$ cat src/rtl/bcu_pkg.sv
package bcu_pkg;

    localparam int OP_W = 6;

    localparam logic [OP_W-1:0] OP_CMP  = 6'h14;
    localparam logic [OP_W-1:0] OP_JMP0 = 6'h0D;  // first of the jump opcodes
    localparam int              N_COND  = 7;      // jump opcodes 0x0D..0x13

    typedef struct packed {
        logic lt;   // bit 2
        logic gt;   // bit 1
        logic eq;   // bit 0
    } flags_t;

    typedef enum logic [1:0] {
        TGT_PCREL = 2'd0,
        TGT_REGREL = 2'd1,
        TGT_ABS_A = 2'd2,
        TGT_ABS_B = 2'd3
    } tgt_mode_e;

    // condition test for jump opcode index i (0 = unconditional)
    function automatic logic cond_met(input int idx, input flags_t f);
        case (idx)
            0:       cond_met = 1'b1;
            1:       cond_met = f.eq;
            2:       cond_met = !f.eq;
            3:       cond_met = f.gt;
            4:       cond_met = f.gt | f.eq;
            5:       cond_met = f.lt;
            6:       cond_met = f.lt | f.eq;
            default: cond_met = 1'b0;
        endcase
    endfunction

endpackage

$ cat src/rtl/bcu_compare.sv
module bcu_compare
    import bcu_pkg::*;
#(
    parameter int XLEN = 32
) (
    input  logic [XLEN-1:0] a_i,
    input  logic [XLEN-1:0] b_i,
    output flags_t          res_o
);

    logic signed [XLEN-1:0] sa;
    logic signed [XLEN-1:0] sb;

    always_comb begin
        sa        = signed'(a_i);
        sb        = signed'(b_i);
        res_o.eq  = (sa == sb);
        res_o.gt  = (sa > sb);
        res_o.lt  = (sa < sb);
    end

endmodule

$ cat src/rtl/bcu_cond_eval.sv
module bcu_cond_eval
    import bcu_pkg::*;
(
    input  logic [OP_W-1:0] op_i,
    input  flags_t          flags_i,
    output logic            taken_o
);

    logic [N_COND-1:0] hit;

    for (genvar i = 0; i < N_COND; i++) begin : g_cond
        localparam logic [OP_W-1:0] CODE = OP_W'(int'(OP_JMP0) + i);
        assign hit[i] = (op_i == CODE) && cond_met(i, flags_i);
    end

    assign taken_o = |hit;

endmodule

$ cat src/rtl/bcu_target_gen.sv
module bcu_target_gen
    import bcu_pkg::*;
#(
    parameter int XLEN    = 32,
    parameter int IMM_W   = 16,
    parameter int JADDR_W = 26
) (
    input  logic [1:0]         mode_i,
    input  logic [XLEN-1:0]    pc_i,
    input  logic [XLEN-1:0]    base_i,
    input  logic [IMM_W-1:0]   imm_i,
    input  logic [JADDR_W-1:0] jaddr_i,
    output logic [XLEN-1:0]    target_o
);

    localparam int HI_W = XLEN - JADDR_W - 2;

    logic [XLEN-1:0] simm;
    logic [XLEN-1:0] abs_tgt;
    logic [XLEN-1:0] rel_base;

    assign simm = {{(XLEN-IMM_W){imm_i[IMM_W-1]}}, imm_i};

    if (HI_W > 0) begin : g_hi
        assign abs_tgt = {pc_i[XLEN-1 -: HI_W], jaddr_i, 2'b00};
    end else begin : g_nohi
        assign abs_tgt = {jaddr_i[XLEN-3:0], 2'b00};
    end

    always_comb begin
        rel_base = (mode_i == TGT_REGREL) ? base_i : pc_i;
        if (mode_i[1]) target_o = abs_tgt;
        else           target_o = rel_base + simm;
    end

endmodule

$ cat src/rtl/branch_cond_unit.sv
module branch_cond_unit
    import bcu_pkg::*;
#(
    parameter int XLEN    = 32,
    parameter int IMM_W   = 16,
    parameter int JADDR_W = 26
) (
    input  logic               clk,
    input  logic               rst_n,
    input  logic [OP_W-1:0]    op_i,
    input  logic [XLEN-1:0]    opa_i,
    input  logic [XLEN-1:0]    opb_i,
    input  logic [IMM_W-1:0]   imm_i,
    input  logic [JADDR_W-1:0] jaddr_i,
    input  logic [XLEN-1:0]    pc_i,
    input  logic [1:0]         tgt_mode_i,
    output logic               taken_o,
    output logic [XLEN-1:0]    target_o,
    output logic [2:0]         flags_o
);

    typedef struct packed {
        flags_t flags;
    } state_t;

    state_t st_d;
    state_t st_q;
    flags_t cmp_res;

    bcu_compare #(.XLEN(XLEN)) u_cmp (
        .a_i   (opa_i),
        .b_i   (opb_i),
        .res_o (cmp_res)
    );

    always_comb begin
        st_d = st_q;
        if (op_i == OP_CMP) st_d.flags = cmp_res;
    end

    always_ff @(posedge clk or negedge rst_n) begin
        if (!rst_n) st_q <= '0;
        else        st_q <= st_d;
    end

    bcu_cond_eval u_cond (
        .op_i    (op_i),
        .flags_i (st_q.flags),
        .taken_o (taken_o)
    );

    bcu_target_gen #(
        .XLEN    (XLEN),
        .IMM_W   (IMM_W),
        .JADDR_W (JADDR_W)
    ) u_tgt (
        .mode_i   (tgt_mode_i),
        .pc_i     (pc_i),
        .base_i   (opa_i),
        .imm_i    (imm_i),
        .jaddr_i  (jaddr_i),
        .target_o (target_o)
    );

    assign flags_o = st_q.flags;

endmodule

$ cat config.mk
export PLATFORM = sky130hd
export DESIGN_NAME = branch_cond_unit
export DESIGN_NICKNAME = d
export VERILOG_FILES = /design/src/rtl/bcu_pkg.sv /design/src/rtl/bcu_compare.sv /design/src/rtl/bcu_cond_eval.sv /design/src/rtl/bcu_target_gen.sv /design/src/rtl/branch_cond_unit.sv
export SDC_FILE = /design/constraint.sdc
export NUM_CORES = 1
export LEC_CHECK = 0
export ABC_AREA = 1
export ABC_CLOCK_PERIOD_IN_PS = 3980
export BUFFER_PORTS_ARGS = -buffer_cell sky130_fd_sc_hd__clkbuf_2
export CORE_AREA = 2 2 104 106
export DETAILED_ROUTE_END_ITERATION = 12
export DIE_AREA = 0 0 106 108
export HOLD_SLACK_MARGIN = 0.15
export PLACE_DENSITY = 0.69
export SYNTH_ARGS = -nofsm -noshare
export SYNTH_HDL_FRONTEND = slang
export SYNTH_SLANG_ARGS = --single-unit
$ cat constraint.sdc
create_clock -name clk -period 3.98 [get_ports clk]
set_clock_uncertainty 0.05 [all_clocks]
set_input_delay 0.597 -clock clk [delete_from_list [all_inputs] [get_ports clk]]
set_output_delay 0.597 -clock clk [all_outputs]
set_load 0.03 [all_outputs]
[Word level (Yosys, flattened, before mapping)]
Cells that the tools add are included.
Word-level totals
  register bits after elaboration: 3
  input bits: 148
  latch bits: 0
  bits in writable memories: 0
  logic and storage cells: 28
  memories: 0
  bits in read-only memories: 0
Cells by class
  order comparisons: 2
  multiply operators: 0
  multiplexer cells: 2
  shifts and indexed selects: 0
  $add $sub $neg: 1
  reductions and logical operators: 8
  equal/unequal tests: 10
  bitwise operators: 2
  div/mod/pow operators: 0
Operator list (count)
  $mux 32: 2
  $add 32x32->32: 1
  $eq 32x32->1: 1
  $gt 32x32->1: 1
  $lt 32x32->1: 1
  $eq 6x5->1 const B: 5
  $eq 6x4->1 const B: 3
  $reduce_or 7->1: 1
  $logic_and 1x1->1: 6
  $eq 2x1->1 const B: 1
  $or 1x1->1: 2
  $logic_not 1->1: 1

[Logic depth before layout (Yosys ltp)]
Gate-level depths: netlist of run 1.
  depth after elaboration: 4
  gate-level depth with buffers: 19
  mapped depth without buffers: 17

[Hierarchy]
Synthesis of run 1 repeated with hierarchy kept, for this count alone.
Second synthesis, totals
  cells, all modules: 812
  area total of the unflattened synthesis: 4321.6 µm²
By module, submodules not included
  bcu_target_gen: area each 3125.5 µm², sequential area each 0.0 µm², cells each 625, times used 1
  bcu_compare: area each 959.7 µm², sequential area each 0.0 µm², cells each 149, times used 1
  branch_cond_unit: area each 146.4 µm², sequential area each 75.1 µm², cells each 17, times used 1
  bcu_cond_eval: area each 90.1 µm², sequential area each 0.0 µm², cells each 21, times used 1

[Worst setup path after synthesis of run 1]
Ideal clock, no wire load.
  path type: input to output
  from: input port tgt_mode_i[1]
  to: output port target_o[14]
  buffers on the path: 2
  arrival: 2969 ps
  data required time: 3333 ps
  path slack: 364 ps
  stages on the path: 14
  cell sequence: buf_2 > inv_2 > nand2_1 > buf_2 > mux2_2 > fa_1 > nand2_2 > o21ai_4 > nand2_2 > nand2_4 > nand2_2 > nand2_2 > xnor2_1 > o21ai_1
Between the ends
  cells in the longest elaborated chain, start to end: 4
Ends and longest elaborated chain
  from (decl): line branch_cond_unit.sv:16  | input logic [1:0] tgt_mode_i,
  $eq 2x1->1: line bcu_target_gen.sv:31  | rel_base = (mode_i == TGT_REGREL) ? base_i : pc_i;
  $mux 32: line bcu_target_gen.sv:31
  $add 32x32->32: line bcu_target_gen.sv:33  | else target_o = rel_base + simm;
  $mux 32 (*): line bcu_target_gen.sv:32  | if (mode_i[1]) target_o = abs_tgt;
  to (decl): line branch_cond_unit.sv:18  | output logic [XLEN-1:0] target_o,
Every way passes the cells marked *; elsewhere a longest branch is shown, timed or not.

[Final worst setup path of run 1]
  from: input port tgt_mode_i[1]
  to: output port target_o[28]
Same word-level chain as after synthesis.

==> flow_metrics.py, run 1 <==
metrics = {
    "outcome": {
        "status": "complete, no violations",
    },
    "power": {
        "p_switching_mw": 0.568,
        "max-vdd-ir-drop_mv": 0.118,
        "leakage_nw": 3.20,
        "power.internal_mw": 0.426,
        "combPwrFrac_pct": 86.8,
        "p_seq_share_pct": 4.5,
        "clockPowerShare_pct": 8.7,
        "finalPower_mw": 0.994,
        "power_density_nw_per_um2": 192,
        "switching_share_pct": 57.1,
    },
    "clock_tree": {
        "h-tree-depth": 1,
        "cts_buffers": 3,
        "clkSlewWorstSetupHoldPaths_ns": 0.03,
        "ctsLongestPathBuffers": 2,
        "clock-sinks": 3,
        "clockRootBuffer": "clkbuf_8",
        "cts_setup_buffers": 0,
        "cts_tree": "yes",
        "clock_latency_ns": 0.21,
    },
    "logic_synthesis": {
        "seq_area_frac_synth_pct": 1.86,
        "synth_cells": 734,
        "synth_area_um2": 4050,
        "yosys-mux-area-fraction_pct": 8.35,
        "ys_ff_latch": 3,
        "synth-edff-count": 0,
        "synth_top_area_share_pct": 23.5,
        "ys.flop_type": "dfrtp_1",
        "synth_warnings": 0,
        "synth_xor_xnor_area_share_pct": 1.95,
        "async_reset_ff_share_pct": 100,
        "yosys.area_share.simple_pct": 41.2,
        "syn_nets": 949,
        "yosys.area_share.adder_pct": 20.9,
        "synth_largest_area_cell": "nand2_1",
        "synth_top_family_by_area": "simple AND/OR/NAND/NOR gates",
        "syn_avg_cell_area_um2": 5.51,
        "synth.area.top_cells": "nand2_1 (23%), ha_1 (20%), inv_1 (11%), mux2_2 (8.4%), a21oi_1 (5.7%)",
        "synth_cell_types": 37,
        "synth_compound_area_share_pct": 12.5,
    },
    "cells_and_area": {
        "final_common_cell": "nand2_1",
        "antenna_cells": 0,
        "final_cells": 1051,
        "nets": 1131,
        "drive_gt1_share_pct": 27.2,
        "layout_common_cells": "nand2_1 (253), clkbuf_2 (183), inv_1 (117), ha_1 (66), nor2_1 (59)",
        "final_core_util_pct": 50.5,
        "area_delta_synth_final_pct": 27.7,
        "multiInputGateArea_um2": 3440,
        "nFillCells": 1144,
        "regArea_um2": 75.1,
        "largest_reg_flops": 3,
    },
    "floorplan": {
        "io_pins": 184,
        "die_area_um2": 11400,
        "initial_core_util_pct": 39.5,
        "die_w_um": 106,
        "coreArea_um2": 10200,
        "die_y_um": 108,
        "fp-row-count": 37,
    },
    "worst_setup_path": {
        "arrival_ns": 3.08,
        "endpoint_kind": "primary output",
        "slowest_delay_ns": 0.39,
        "crit_type": "input port to primary output",
        "r2r_cells": 2,
        "crit_chain": "clkbuf_2 > inv_2 > nand2_1 > buf_12 > mux2_2 > ha_1 > nand2_1 > nor2_1 > nand3_1 > nand3_1 > nand2_1 > nand3_1 > nand3_1 > nand2_1 > clkbuf_2",
        "worst_path_max_delay_cell": "ha_1",
        "worstPathMaxFanout": 34,
        "reg2reg_slack_ns": 3.25,
        "required_ns": 3.33,
        "timing.rr.start": "flags_o[0]",
        "cp-start-kind": "input port",
        "r2r-end": "flags_o[0]",
    },
    "placement": {
        "gp_congestion": 0.947,
        "dp.cells": 1046,
        "io_buffer_count": 183,
        "hpwl_um": 11300,
    },
    "routing": {
        "routed_wl_um": 12600,
        "ant_nets": 0,
        "first_pass_iters": 5,
        "avgRoutedWirePerCell_um": 12.0,
        "drc": 0,
        "drtIter0Drc": 347,
        "vias": 4967,
        "via_per_inst": 4.73,
    },
    "grt": {
        "antenna_found_initial": 0,
        "track_usage_pct": 21.7,
        "overflow": 0,
        "grt_max_degree": 42,
        "grt_pass1_vias": 4591,
        "grt_pass1_wl_um": 20600,
    },
    "worst_hold_path": {
        "min_path_type": "flop to flop",
        "worstHoldEndpoint": "flags_o[2]",
        "holdPathStages": 2,
        "hold_start": "flags_o[2]",
    },
    "sta": {
        "finalSetupViolations": 0,
        "fin_tns_setup_ns": 0,
        "fmax_mhz": 268,
        "finalMaxSlewViolations": 0,
        "min_period_ns": 3.73,
        "rsz0062_at_grt": "false",
        "worst_slew_pin_slew_ns": 0.458,
        "fin_crit_sh_pct": 93.6,
        "final_hold_viol_count": 0,
        "relSlewSlack_pct": 69.5,
    },
    "run": {
        "cap_viol_max_count": 0,
    },
}
==> critical path, delay by kind of cell <==
kind,cells,cell delay [ns]
multiplexers,1,0.37
buffers and inverters,4,0.52
adder cells (fa/ha/maj),1,0.39
AND/OR/NAND/NOR,9,1.18
==> kinds of logic after synthesis <==
kind of cell	after synthesis
simple gates	397
xor+xnor	9
compound gates	91
buf+inv	137
fa+ha+maj	67
flops	3
mux	30
==> cells in the mapped netlist (2+ instances only) <==
master	n
a21oi_1	46
a21oi_2	4
buf_2	5
clkbuf_1	3
clkinv_1	2
dfrtp_1	3
ha_1	66
inv_1	117
inv_2	8
mux2_2	30
nand2_1	253
nand2_2	12
nand3_1	44
nand3b_1	3
nand4_1	8
nor2_1	59
nor3_1	5
o21a_1	2
o21ai_0	17
o21ai_1	14
o21bai_1	4
or2_1	7
xnor2_1	8
==> cell type report <==
| type | instances | area share, % |
|---|---|---|
| clock buffer | 4 | 0.872 |
| inverter | 127 | 9.23 |
| multi-input combinational | 594 | 66.5 |
| sequential | 3 | 1.45 |
| tap | 136 | 3.29 |
| timing repair buffer | 187 | 18.6 |
==> routing by layer <==
layer,vias to the layer above,wire length (um),GRT usage (%)
met5,-,0,0
met4,0,81,1.97
met2,153,5530,36.9
li1,2707,-,-
met3,8,732,1.33
met1,2099,6300,31.3
==> worst max path at each step <==
stage                        startpoint      endpoint  slack [ns]  cells after the start
after floorplan           tgt_mode_i[1]  target_o[14]        0.36                     14
after global placement    tgt_mode_i[1]  target_o[28]        0.23                     15
after detailed placement  tgt_mode_i[1]  target_o[28]        0.25                     15
after CTS                 tgt_mode_i[1]  target_o[28]        0.24                     15
after global routing      tgt_mode_i[1]  target_o[27]        0.04                     18
final                     tgt_mode_i[1]  target_o[28]        0.25                     15
==> metrics by stage <==
stage / setup WS (ns) / area [um^2] / hold slack, ns
floorplan: 0.364 / 4050 / 0.251
global placement: 0.231 / 5110 / 0.344
detailed placement: 0.246 / 5110 / 0.345
CTS: 0.240 / 5160 / 0.460
global route: 0.0393 / 5160 / 0.513
finish: 0.253 / 5160 / 0.464
==> power groups by stage <==
stage,clock (mW),sequential (mW),combinational (mW)
6_report,0.0863,0.0448,0.863
3_5_place_dp,0,0.0449,0.857
2_1_floorplan,0,0.0588,0.585
5_1_grt,0.0937,0.0461,0.969
4_1_cts,0.0893,0.0446,0.861
3_3_place_gp,0,0.0452,0.854
==> what timing repair did <==
item	CTS	global route
hold buffers	1	0
hold endpoints to repair	3	0
gates resized for setup	0	0
(Power assumes the default switching activity.)
==> run 2: changes to the inputs <==
- CELL_PAD_IN_SITES_DETAIL_PLACEMENT: not set -> 0
- CELL_PAD_IN_SITES_GLOBAL_PLACEMENT: not set -> 1
- CORE_AREA: 2 2 104 106 -> 2 2 118 120
- DIE_AREA: 0 0 106 108 -> 0 0 120 122
- PLACE_DENSITY: 0.69 -> not set
- PLACE_DENSITY_LB_ADDON: not set -> 0.1
- SETUP_SLACK_MARGIN: not set -> 0.4
==> flow_metrics.py, run 2 (same netlist as run 1, synthesis figures left out) <==
metrics = {
    "cells_and_area": {
        "stdcell_area_um2": 6370,
        "drive_gt1_share_pct": 41.8,
        "final_core_util_pct": 47.1,
        "antenna_cells": 0,
        "multiInputGateArea_um2": 4280,
        "final_cells": 1111,
        "largest_reg_flops": 3,
        "final_common_cell": "nand2_1",
        "area_delta_synth_final_pct": 57.4,
        "nFillCells": 1450,
        "regArea_um2": 75.1,
        "nets": 1147,
        "layout_common_cells": "nand2_1 (221), clkbuf_2 (169), inv_1 (117), nor2_1 (42), nand3_1 (40)",
    },
    "grt": {
        "grt_pass1_wl_um": 23100,
        "overflow": 0,
        "grt_max_degree": 42,
        "track_usage_pct": 19.2,
        "grt_pass1_vias": 4808,
        "antenna_found_initial": 0,
    },
    "floorplan": {
        "die_area_um2": 14600,
        "coreArea_um2": 13500,
        "io_pins": 184,
        "initial_core_util_pct": 30.0,
        "fp-row-count": 43,
        "die_w_um": 120,
        "die_y_um": 122,
    },
    "sta": {
        "final_hold_viol_count": 0,
        "finalMaxSlewViolations": 0,
        "fin_crit_sh_pct": 87.1,
        "finalSetupViolations": 0,
        "relSlewSlack_pct": 45.9,
        "rsz0062_at_grt": "true",
        "fmax_mhz": 288,
        "worst_slew_pin_slew_ns": 0.811,
        "setup_ws_ns": 0.512,
        "fin_tns_setup_ns": 0,
        "min_period_ns": 3.47,
    },
    "worst_setup_path": {
        "critPathLaunch": "tgt_mode_i[1]",
        "crit_type": "input port to primary output",
        "endpoint_kind": "primary output",
        "reg2reg_slack_ns": 3.26,
        "path_buf_inv": 4,
        "required_ns": 3.33,
        "r2r-end": "flags_o[0]",
        "worst_path_max_delay_cell": "mux2_2",
        "cpLargestDelayFamily": "simple AND/OR/NAND/NOR gates",
        "timing.rr.start": "flags_o[0]",
        "crit_top_cell": "nand2_1",
        "slowest_delay_ns": 0.37,
        "worstPathMaxFanout": 6,
        "cp-start-kind": "input port",
        "arrival_ns": 2.82,
        "crit_chain": "clkbuf_2 > inv_4 > nand2_8 > clkbuf_16 > mux2_2 > ha_4 > nand2_1 > nor2_2 > nand2_1 > nor3_2 > nand2_2 > nand3_1 > nand3_1 > nand2_1 > buf_6",
        "r2r_cells": 2,
    },
    "routing": {
        "via_per_inst": 4.65,
        "drtIter0Drc": 225,
        "drc": 0,
        "ant_nets": 0,
        "avgRoutedWirePerCell_um": 13.8,
        "vias": 5166,
        "routed_wl_um": 15400,
        "first_pass_iters": 6,
    },
    "worst_hold_path": {
        "hold_start": "flags_o[2]",
        "min_path_type": "flop to flop",
        "holdPathStages": 2,
        "worstHoldEndpoint": "flags_o[2]",
    },
    "placement": {
        "dp.cells": 1090,
        "io_buffer_count": 183,
        "pre_cts_slack_ns": 0.209,
        "hpwl_um": 12400,
        "placed_area_um2": 5180,
        "gp_congestion": 0.877,
    },
    "clock_tree": {
        "h-tree-depth": 1,
        "clockRootBuffer": "clkbuf_16",
        "clock-sinks": 3,
        "cts_buffers": 3,
        "clock_latency_ns": 0.22,
        "cts_tree": "yes",
        "clkSlewWorstSetupHoldPaths_ns": 0.03,
        "ctsLongestPathBuffers": 2,
    },
    "power": {
        "clockPowerShare_pct": 12.1,
        "p_switching_mw": 0.691,
        "power.internal_mw": 0.636,
        "p_seq_share_pct": 3.4,
        "leakage_nw": 3.49,
        "switching_share_pct": 52.1,
        "combPwrFrac_pct": 84.5,
        "power_density_nw_per_um2": 208,
        "max-vdd-ir-drop_mv": 0.0951,
    },
    "run": {
        "cap_viol_max_count": 0,
    },
    "outcome": {
        "status": "complete, no violations",
    },
}
[run 2: layer usage]
layer  track usage, %  vias up  part of all wire, %
met5                0        -                    0
met4            0.882        0                  1.2
met3             1.36       12                  6.3
met2             31.6      148                   44
met1             28.7     2265                   49
li1                 -     2741                    -
[run 2: final cells by class]
class / instances / area share (%)
inverter: 127 / 7.53
timing repair buffer: 203 / 19.2
multi-input combinational: 594 / 67.3
clock buffer: 4 / 1.24
tap: 180 / 3.54
sequential: 3 / 1.18
[run 2: power by group through the flow]
stage	logic, mW	registers (mW)	clock network [mW]
2_1_floorplan	0.591	0.0588	0
3_3_place_gp	0.880	0.0446	0
3_5_place_dp	0.881	0.0447	0
4_1_cts	0.964	0.0447	0.164
5_1_grt	1.24	0.0456	0.165
6_report	1.12	0.0445	0.161
[run 2: worst max path at each step]
stage,endpoint,cells after the start
floorplan,target_o[9],14
global placement,target_o[30],15
detailed placement,target_o[30],15
CTS,target_o[30],17
global route,target_o[28],16
finish,target_o[27],15
[run 2: metrics by stage]
step	power, mW	hold WS (ns)
after floorplan	0.649	0.251
after CTS	1.17	0.478
final	1.33	0.474
after global routing	1.45	0.487
after detailed placement	0.926	0.345
after global placement	0.924	0.343
[run 2: tightest hold or removal path, cell delays in order, from the launching register on]
cell,delay [ns]
dfrtp_1,0.36
nand2_1,0.06
nand2_1,0.06
[run 2: timing repair]
| action | in CTS | in global routing |
|---|---|---|
| buffers inserted | 1 | 10 |
| pin swaps | 2 | 37 |
| cloned | 1 | 4 |
| gates resized for setup | 66 | 143 |
| endpoints found under the setup margin | 21 | 22 |
| hold buffers | 1 | 0 |
| endpoints found under the hold margin | 3 | 0 |
==> run 3: changes to the inputs <==
- ABC_AREA: 1 -> not set
- CORE_AREA: 2 2 118 120 -> 2 2 106 108
- DIE_AREA: 0 0 120 122 -> 0 0 108 110
==> flow_metrics.py, run 3 <==
metrics = {
    "placement": {
        "dp.cells": 873,
        "hpwl_um": 10800,
        "gp_congestion": 0.870,
        "io_buffer_count": 183,
    },
    "worst_hold_path": {
        "hold_start": "flags_o[1]",
        "worstHoldEndpoint": "flags_o[1]",
        "holdPathStages": 2,
        "min_path_type": "flop to flop",
    },
    "power": {
        "leakage_nw": 3.32,
        "max-vdd-ir-drop_mv": 0.117,
        "power_density_nw_per_um2": 215,
        "finalPower_mw": 1.35,
    },
    "routing": {
        "via_per_inst": 5.02,
        "wl_met1_um": 5970,
        "wl_met3_um": 633,
        "drtIter0Drc": 124,
        "routed-wl-met2_um": 6310,
        "ant_nets": 0,
        "vias": 4486,
        "drc": 0,
        "first_pass_iters": 4,
        "avgRoutedWirePerCell_um": 14.6,
        "routed_wl_um": 13100,
        "top_layer_used": "met4",
    },
    "cells_and_area": {
        "area_delta_synth_final_pct": 85.9,
        "final_common_cell": "clkbuf_2",
        "layout_common_cells": "clkbuf_2 (155), buf_4 (112), ha_1 (57), nand2_1 (43), inv_1 (39)",
        "nFillCells": 1017,
        "largest_reg_flops": 3,
        "nets": 969,
        "final_cells": 893,
        "multiInputGateArea_um2": 3780,
        "antenna_cells": 0,
        "final_core_util_pct": 58.8,
        "drive_gt1_share_pct": 56.0,
        "regArea_um2": 75.1,
    },
    "grt": {
        "grt_pass1_wl_um": 20400,
        "track_usage_pct": 21.2,
        "antenna_found_initial": 0,
        "overflow": 0,
        "grt_pass1_vias": 4381,
        "grt_max_degree": 64,
    },
    "clock_tree": {
        "cts_buffers": 3,
        "clock_latency_ns": 0.21,
        "clock-sinks": 3,
        "clkSlewWorstSetupHoldPaths_ns": 0.03,
        "cts_tree": "yes",
        "clockRootBuffer": "clkbuf_8",
        "h-tree-depth": 1,
        "ctsLongestPathBuffers": 2,
    },
    "worst_setup_path": {
        "required_ns": 3.33,
        "cpLargestDelayFamily": "compound AO/OA/AOI/OAI gates",
        "timing.rr.start": "flags_o[0]",
        "slowest_delay_ns": 0.45,
        "crit_chain": "buf_8 > clkinv_8 > nand2_8 > mux2_4 > ha_4 > a211o_1 > a2111o_1 > a2111oi_4 > or3_4 > a21oi_4 > o2111a_1 > o21a_1 > o31ai_4 > clkbuf_8",
        "reg2reg_slack_ns": 3.28,
        "cp-start-kind": "input port",
        "worstPathMaxFanout": 8,
        "worst_path_max_delay_cell": "a2111o_1",
        "path_buf_inv": 3,
        "r2r-end": "flags_o[0]",
        "crit_type": "input port to primary output",
        "r2r_cells": 2,
        "arrival_ns": 3.66,
        "endpoint_kind": "primary output",
    },
    "sta": {
        "worst_slew_pin_slew_ns": 0.768,
        "finalSetupViolations": 19,
        "fin_crit_sh_pct": 108,
        "relSlewSlack_pct": 48.8,
        "finalMaxSlewViolations": 0,
        "setup_ws_ns": -0.326,
        "final_hold_viol_count": 0,
        "rsz0062_at_grt": "true",
        "fmax_mhz": 232,
        "min_period_ns": 4.31,
    },
    "logic_synthesis": {
        "async_reset_ff_share_pct": 100,
        "synth_cell_types": 58,
        "synth_common_cells": "ha_1 (66), nand2_1 (44), inv_1 (40)",
        "ys_ff_latch": 3,
        "synth_top_family_by_area": "compound AO/OA/AOI/OAI gates",
        "synth-edff-count": 0,
        "synth_xor_xnor_area_share_pct": 6.47,
        "yosys-mux-area-fraction_pct": 10.9,
        "synth_largest_area_cell": "ha_1",
        "synth_top_area_share_pct": 24.4,
        "synth.area.top_cells": "ha_1 (24%), mux2_2 (10%), a21o_1 (6.2%), a21oi_1 (4.9%), nand2_1 (4.9%)",
        "yosys.area_share.simple_pct": 17.7,
        "synth_compound_area_share_pct": 31.7,
        "synth_area_um2": 3380,
        "seq_area_frac_synth_pct": 2.22,
        "synth_cells": 462,
        "syn_nets": 677,
        "yosysMostFrequentCell": "ha_1",
        "yosys.area_share.adder_pct": 25.0,
        "ys.flop_type": "dfrtp_1",
        "syn_avg_cell_area_um2": 7.33,
        "synth_warnings": 0,
    },
    "outcome": {
        "status": "complete, but fails checks",
        "violations": "setup timing",
    },
    "floorplan": {
        "coreArea_um2": 10700,
        "fp-row-count": 38,
        "io_pins": 184,
        "initial_core_util_pct": 31.6,
        "die_area_um2": 11900,
        "die_w_um": 108,
        "die_y_um": 110,
    },
    "run": {
        "cap_viol_max_count": 0,
    },
}
## run 3: through the flow
| step | setup TNS [ns] | area (um^2) | setup WS [ns] | hold slack, ns |
|---|---|---|---|---|
| 3_5_place_dp | -7.57 | 5420 | -0.564 | 0.345 |
| 3_3_place_gp | -7.02 | 5420 | -0.524 | 0.344 |
| 4_1_cts | -2.95 | 6050 | -0.302 | 0.460 |
| 5_1_grt | -5.43 | 6290 | -0.413 | 0.498 |
| 2_1_floorplan | -2.35 | 3650 | -0.364 | 0.251 |
| 6_report | -3.27 | 6290 | -0.326 | 0.458 |
## run 3: worst max-delay path by stage
stage	slack, ns	start	cells after the start	endpoint
final	-0.33	tgt_mode_i[1]	14	target_o[25]
after global routing	-0.41	tgt_mode_i[1]	14	target_o[25]
after CTS	-0.30	tgt_mode_i[1]	14	target_o[25]
after detailed placement	-0.56	tgt_mode_i[1]	14	target_o[25]
after global placement	-0.52	tgt_mode_i[1]	15	target_o[28]
after floorplan	-0.36	tgt_mode_i[1]	14	target_o[25]
## run 3: cell families (layout without fill, tap and decap cells)
logic type | after synthesis | after routing
compound gates | 160 | 160
flops | 3 | 3
fa+ha+maj | 67 | 67
mux | 33 | 33
simple gates | 120 | 121
buf+inv | 54 | 344
xor+xnor | 25 | 25
## run 3: power breakdown
part | internal, mW | total, mW | leakage [nW] | switching (mW)
clock | 0.0684 | 0.0890 | 0.0228 | 0.0207
sequential | 0.0358 | 0.0396 | 0.0398 | 0.00383
combinational | 0.611 | 1.22 | 3.26 | 0.612
total | 0.715 | 1.35 | 3.32 | 0.637
## run 3: worst reg2reg max path, delay by kind of cell (launching register included)
| kind | cells | cell delay, ns |
|---|---|---|
| compound gates | 1 | 0.07 |
| flops | 1 | 0.39 |
| simple gates | 1 | 0.06 |
## run 3: layer usage
metal / vias up / track usage (%)
met5: - / 0
met3: 12 / 1.12
li1: 2300 / -
met2: 127 / 37.7
met1: 2047 / 28.5
met4: 0 / 4.21
## run 3: repair_timing
item | in CTS | in global routing
hold buffers | 1 | 0
endpoints found under the setup margin | 26 | 26
resized for setup | 97 | 44
pin swaps | 42 | 25
buffers inserted | 7 | 7
gates cloned | 1 | 0
hold endpoints to repair | 3 | 0
## run 3: cell type report
class / count / share of cell area [%]
flip-flops and latches: 3 / 1.19
repair buffers: 300 / 32.6
clock buffers: 4 / 0.716
well taps: 140 / 2.78
multi-input cells: 406 / 60.2
inverters: 40 / 2.59
